`src/rtl/hb_pkg.sv`:
```
package hb_pkg;

    typedef enum logic [1:0] {
        DRV_OFF = 2'd0,
        DRV_LO  = 2'd1,
        DRV_HI  = 2'd2
    } drv_e;

    typedef struct packed {
        drv_e out1;
        drv_e out2;
    } pair_t;

    typedef enum logic {
        G_RUN  = 1'b0,
        G_WAIT = 1'b1
    } guard_e;

    // Command decode for one bridge; phen selects direction/enable reading.
    function automatic pair_t hb_decode(input logic phen, input logic a, input logic b);
        pair_t p;
        if (phen) begin
            if (!b)     p = '{out1: DRV_LO, out2: DRV_LO};
            else if (a) p = '{out1: DRV_LO, out2: DRV_HI};
            else        p = '{out1: DRV_HI, out2: DRV_LO};
        end else begin
            case ({a, b})
                2'b01:   p = '{out1: DRV_LO,  out2: DRV_HI};
                2'b10:   p = '{out1: DRV_HI,  out2: DRV_LO};
                2'b11:   p = '{out1: DRV_LO,  out2: DRV_LO};
                default: p = '{out1: DRV_OFF, out2: DRV_OFF};
            endcase
        end
        return p;
    endfunction

endpackage

```
`src/rtl/hb_sync.sv`:
```
module hb_sync #(
    parameter int W = 1
) (
    input  logic         clk,
    input  logic         rst,
    input  logic [W-1:0] d,
    output logic [W-1:0] q
);
    logic [W-1:0] s1;

    always_ff @(posedge clk) begin
        if (rst) begin
            s1 <= '0;
            q  <= '0;
        end else begin
            s1 <= d;
            q  <= s1;
        end
    end
endmodule

```
`src/rtl/hb_ocp_guard.sv`:
```
module hb_ocp_guard
    import hb_pkg::*;
#(
    parameter int QUAL_CYC  = 200000,
    parameter int RETRY_CYC = 200000
) (
    input  logic clk,
    input  logic rst,
    input  logic clr,
    input  logic det,
    output logic trip
);
    localparam int QW = $clog2(QUAL_CYC + 1);
    localparam int RW = $clog2(RETRY_CYC);

    guard_e        st;
    logic [QW-1:0] qcnt;
    logic [RW-1:0] rcnt;

    always_ff @(posedge clk) begin
        if (rst || clr) begin
            st   <= G_RUN;
            qcnt <= '0;
            rcnt <= '0;
        end else if (st == G_WAIT) begin
            if (rcnt == RW'(RETRY_CYC - 1)) begin
                st   <= G_RUN;
                qcnt <= '0;
            end else begin
                rcnt <= rcnt + RW'(1);
            end
        end else if (det) begin
            if (qcnt == QW'(QUAL_CYC)) begin
                st   <= G_WAIT;
                rcnt <= '0;
            end else begin
                qcnt <= qcnt + QW'(1);
            end
        end else begin
            qcnt <= '0;
        end
    end

    assign trip = (st == G_WAIT);
endmodule

```
`src/rtl/hb_half_drive.sv`:
```
module hb_half_drive
    import hb_pkg::*;
#(
    parameter int DEAD_CYC = 8
) (
    input  logic clk,
    input  logic rst,
    input  drv_e req,
    output logic hs_o,
    output logic ls_o
);
    localparam int DW = $clog2(DEAD_CYC + 1);

    drv_e          cur, last_on, nxt;
    logic [DW-1:0] off_cnt;

    always_comb begin
        if (req == DRV_OFF)                                      nxt = DRV_OFF;
        else if (cur == req)                                     nxt = req;
        else if (cur != DRV_OFF)                                 nxt = DRV_OFF;
        else if (req == last_on || off_cnt == DW'(DEAD_CYC))     nxt = req;
        else                                                     nxt = DRV_OFF;
    end

    always_ff @(posedge clk) begin
        if (rst) begin
            cur     <= DRV_OFF;
            last_on <= DRV_LO;
            off_cnt <= DW'(DEAD_CYC);
        end else begin
            cur <= nxt;
            if (nxt == DRV_OFF) begin
                if (cur != DRV_OFF)                  off_cnt <= DW'(1);
                else if (off_cnt != DW'(DEAD_CYC))   off_cnt <= off_cnt + DW'(1);
            end else begin
                last_on <= nxt;
            end
        end
    end

    assign hs_o = (cur == DRV_HI);
    assign ls_o = (cur == DRV_LO);
endmodule

```
`src/rtl/hbridge_ctrl.sv`:
```
module hbridge_ctrl
    import hb_pkg::*;
#(
    parameter int NB        = 2,
    parameter int DEAD_CYC  = 8,
    parameter int QUAL_CYC  = 200000,
    parameter int RETRY_CYC = 200000
) (
    input  logic            clk,
    input  logic            rst,
    input  logic            mode_i,
    input  logic            sleep_n_i,
    input  logic [NB-1:0]   in1_i,
    input  logic [NB-1:0]   in2_i,
    input  logic [NB-1:0]   ocp_hs_i,
    input  logic [NB-1:0]   ocp_ls_i,
    input  logic            therm_i,
    input  logic            uvlo_i,
    output logic [2*NB-1:0] hs_en_o,
    output logic [2*NB-1:0] ls_en_o
);
    localparam int SW = 4 * NB + 4;

    logic [SW-1:0] raw_v, syn_v;
    logic [NB-1:0] in1_s, in2_s, ohs_s, ols_s, trip_w;
    logic          mode_s, sleep_s, therm_s, uvlo_s, clr_s;

    assign raw_v = {uvlo_i, therm_i, sleep_n_i, mode_i, ocp_ls_i, ocp_hs_i, in2_i, in1_i};

    hb_sync #(.W(SW)) u_sync (.clk(clk), .rst(rst), .d(raw_v), .q(syn_v));

    assign {uvlo_s, therm_s, sleep_s, mode_s, ols_s, ohs_s, in2_s, in1_s} = syn_v;
    assign clr_s = !sleep_s || uvlo_s;

    for (genvar b = 0; b < NB; b++) begin : g_br
        pair_t cmd;
        drv_e  req1, req2;
        logic  blk;

        hb_ocp_guard #(.QUAL_CYC(QUAL_CYC), .RETRY_CYC(RETRY_CYC)) u_guard (
            .clk (clk),
            .rst (rst),
            .clr (clr_s),
            .det (ohs_s[b] || ols_s[b]),
            .trip(trip_w[b])
        );

        always_comb begin
            cmd  = hb_decode(mode_s, in1_s[b], in2_s[b]);
            blk  = clr_s || therm_s || trip_w[b];
            req1 = blk ? DRV_OFF : cmd.out1;
            req2 = blk ? DRV_OFF : cmd.out2;
        end

        hb_half_drive #(.DEAD_CYC(DEAD_CYC)) u_o1 (
            .clk(clk), .rst(rst), .req(req1),
            .hs_o(hs_en_o[2*b]), .ls_o(ls_en_o[2*b])
        );
        hb_half_drive #(.DEAD_CYC(DEAD_CYC)) u_o2 (
            .clk(clk), .rst(rst), .req(req2),
            .hs_o(hs_en_o[2*b+1]), .ls_o(ls_en_o[2*b+1])
        );
    end
endmodule

```
`config.mk`:
```
export PLATFORM = sky130hd
export DESIGN_NAME = hbridge_ctrl
export DESIGN_NICKNAME = d
export VERILOG_FILES = /design/src/rtl/hb_pkg.sv /design/src/rtl/hb_sync.sv /design/src/rtl/hb_ocp_guard.sv /design/src/rtl/hb_half_drive.sv /design/src/rtl/hbridge_ctrl.sv
export SDC_FILE = /design/constraint.sdc
export NUM_CORES = 1
export LEC_CHECK = 0
export BUFFER_PORTS_ARGS = -buffer_cell sky130_fd_sc_hd__buf_4
export CAP_MARGIN = 20
export CORE_MARGIN = 4
export CORE_UTILIZATION = 40
export CTS_CLUSTER_DIAMETER = 40
export DETAILED_ROUTE_END_ITERATION = 10
export GPL_TIMING_DRIVEN = 0
export PLACE_DENSITY = 0.66
export SYNTH_ARGS = -nofsm -noshare
export SYNTH_HDL_FRONTEND = slang
export SYNTH_HIERARCHICAL = 1
export SYNTH_SLANG_ARGS = --single-unit
```
`constraint.sdc`:
```
create_clock -name clk -period 2.7 [get_ports clk]
set_input_delay 0.135 -clock clk [delete_from_list [all_inputs] [get_ports clk]]
set_output_delay 0.135 -clock clk [all_outputs]
set_load 0.02 [all_outputs]
```
==> impl_metrics.toml <==
[pwr]
p_sw_w = 0.00120
internal_power_w = 0.00361
p_per_area_nw_per_um2 = 589
p_leak_nw = 3.06
vdd_drop_max_uv = 398
power_frac_seq = 0.424
comb_power_share = 0.102
clkPwrFrac = 0.474
swShare = 0.250

[setup_path]
worst_ep_arrival_time_ns = 2.87
endpoint_kind = "register"
startpoint = "g_br[0].u_guard/trip"
r2r_end = "g_br[0].u_o2/off_cnt[3]"
ff2ff_setup_slack_ns = 0.13
path_class = "register to register"
reg2reg_from = "g_br[0].u_guard/trip"
crit_required_ns = 3.00
reg2reg_depth = 8
cp_max_fo = 8
worstSetupEndpoint = "g_br[0].u_o2/off_cnt[3]"
startpoint_type = "register"

[global_route]
grt_pass1_wl_mm = 26.3
grt_use_met3 = 0.0319
grt_overflow_total = 0
grt_use_met1 = 0.215
grtUsageTotal = 0.158
globalRouteMet2Util = 0.246
top_usage_layer = "met2"
grt_max_degree = 17
grt_pass1_vias = 5511
antenna_found_initial = 0

[route]
wl_mm = 15.5
drc = 0
vias = 6254
wl_per_cell_um = 13.9
ant_nets = 0
drtIter0Drc = 459
dr.pass1.iters = 8
vias_per_cell = 5.60

[placed_design]
dpl_worst_slack_ns = 0.137
place_congestion = 0.825
io_buffers = 21
dp_hpwl_mm = 10.7

[cells_and_area]
multi_input_area_um2 = 3980
final_cell_mix = "dfxtp_1, nand2_1, a21oi_1, nand3_1"
diodes = 0
drive_gt1_frac = 0.160
num-fill-cells = 1649
syn_to_final_growth_pct = 16.2
nets = 907
regArea_um2 = 2600
layout_commonest_cell = "dfxtp_1"
fin_util = 0.473

[synth]
synth_top_family_by_area = "simple AND/OR/NAND/NOR gates"
synth_edf_count = 0
synth_compound_area_frac = 0.208
ys_types = 70
synthAdderAreaFrac = 0.0249
synthXorXnorAreaFrac = 0.0224
ys_seq_area_frac = 0.370
syn_inst = 828
synth-simple-area-share = 0.304
synthMuxAreaShare = 0.00569
synth_nets = 856
netlist_area_um2 = 7040
yosysWarningCount = 6
synth_ff_type = "dfxtp_1"
async_reset_ff_frac = 0
synth-seq-cells = 130
syn_avg_cell_area_um2 = 8.50

[clocking]
clockBufferDepth = 2
cts_buffers = 17
cts_max_level = 4
clk_pin_slew_ns = 0.06
clock_latency_ns = 0.41
postCtsSetupBuffers = 0
clkSinkCount = 130
cts_tree = "built"
cts-root-buf = "clkbuf_16"
cts_resized = 0

[timing]
fin_ws_ns = 0.128
period_share = 0.953
tightest_slew_ns = 0.790
drv_slew = 0
worst_clock_skew_ns = 0.00651
finalSetupViolCount = 0
final_hold_viol_count = 0
slew-limit-headroom = 0.469
max_freq_mhz = 389
rsz0062_at_grt = "false"
fin_crit_ns = 2.57
setup_tns_ns = 0

[die]
die_w_um = 141
core_area_um2 = 17300
rows = 48
die-area_um2 = 19800
fp.dieH_um = 141
start_util = 0.407
io_pins = 22

[run_status]
status = "finished clean"

[worst_hold_path]
hold_class = "input pin to register"
min_from = "in2_i[0]"

[run]
cap_viol_max_count = 0
==> Yosys cell counts, types with 16 or more instances <==
master / instances / area (um2)
nand4_1: 32 / 200
dfxtp_1: 130 / 2600
inv_1: 38 / 143
and3_1: 26 / 163
nor2b_1: 26 / 163
nand2_1: 84 / 315
nand3_1: 40 / 200
nor2_1: 38 / 143
a21oi_1: 54 / 270
a31oi_1: 38 / 238
o21ai_0: 28 / 140
clkbuf_1: 16 / 60.1
==> registers in the layout, indices dropped and copies added, names as in the netlist <==
register / count
g_br.u_o2/cur: 4
u_sync/q: 12
g_br.u_o1/cur: 4
u_sync/s1: 12
g_br.u_o1/last_on: 4
g_br.u_o2/off_cnt: 8
g_br.u_guard/rcnt: 36
g_br.u_guard/trip: 2
g_br.u_guard/qcnt: 36
g_br.u_o2/last_on: 4
g_br.u_o1/off_cnt: 8
==> logic make-up after synthesis <==
group / count (synthesis)
xor gates and xnor gates: 18
adders and majority gates: 14
DFF: 130
buffers and inverters: 81
AOI/OAI and AO/OA: 212
and+or+nand+nor: 369
muxes: 4
==> power by group through the flow <==
stage / registers, W / logic, W / clock network [W]
2_1_floorplan: 0.00207 / 0.000372 / 0
3_3_place_gp: 0.00208 / 0.000469 / 0
3_5_place_dp: 0.00208 / 0.000473 / 0
4_1_cts: 0.00204 / 0.000488 / 0.00233
5_1_grt: 0.00205 / 0.000556 / 0.00243
6_report: 0.00204 / 0.000491 / 0.00228
==> layer usage <==
layer | up-vias | share of wire
li1 | 3160 | -
met1 | 2950 | 0.49
met2 | 127 | 0.46
met3 | 17 | 0.034
met4 | 0 | 0.014
met5 | - | 0
==> layout make-up <==
class	instances	share of cell area
timing repair buffer	32	0.0327
multi-input combinational	617	0.487
sequential	130	0.318
inverter	40	0.0184
tap	225	0.0344
buffer	41	0.0376
clock inverter	12	0.0162
clock buffer	20	0.0558
==> how the worst min path moves through the flow <==
stage,endpoint,depth (start not counted)
finish,u_sync/s1[2],2
global route,u_sync/s1[2],2
CTS,u_sync/s1[10],2
detailed placement,u_sync/s1[6],2
floorplan,u_sync/s1[0],1
global placement,u_sync/s1[1],2
==> timing repair <==
action | CTS | global route
endpoints found under the hold margin | 10 | 1
hold buffers | 10 | 1
setup endpoints to repair | 0 | 2
==> metrics by stage <==
stage	instance area [um2]	total power (W)	hold slack, ns	std cells
after CTS	8170	0.00486	0.00357	1116
after detailed placement	7480	0.00255	0.352	1074
after global routing	8180	0.00504	0.0132	1117
final	8180	0.00482	0.0217	1117
after floorplan	7040	0.00244	0.260	828
after global placement	7480	0.00255	0.352	1074
==> critical path, stage by stage, from the launching register on <==
cell and delay [ns]:
dfxtp_1 0.40, or4b_4 0.56, nor3_2 0.22, buf_6 0.15, and4b_1 0.18, a31oi_1 0.04, a221o_1 0.44, and3_1 0.21
a211o_1 0.26
Power figures use the tool's default switching activity.
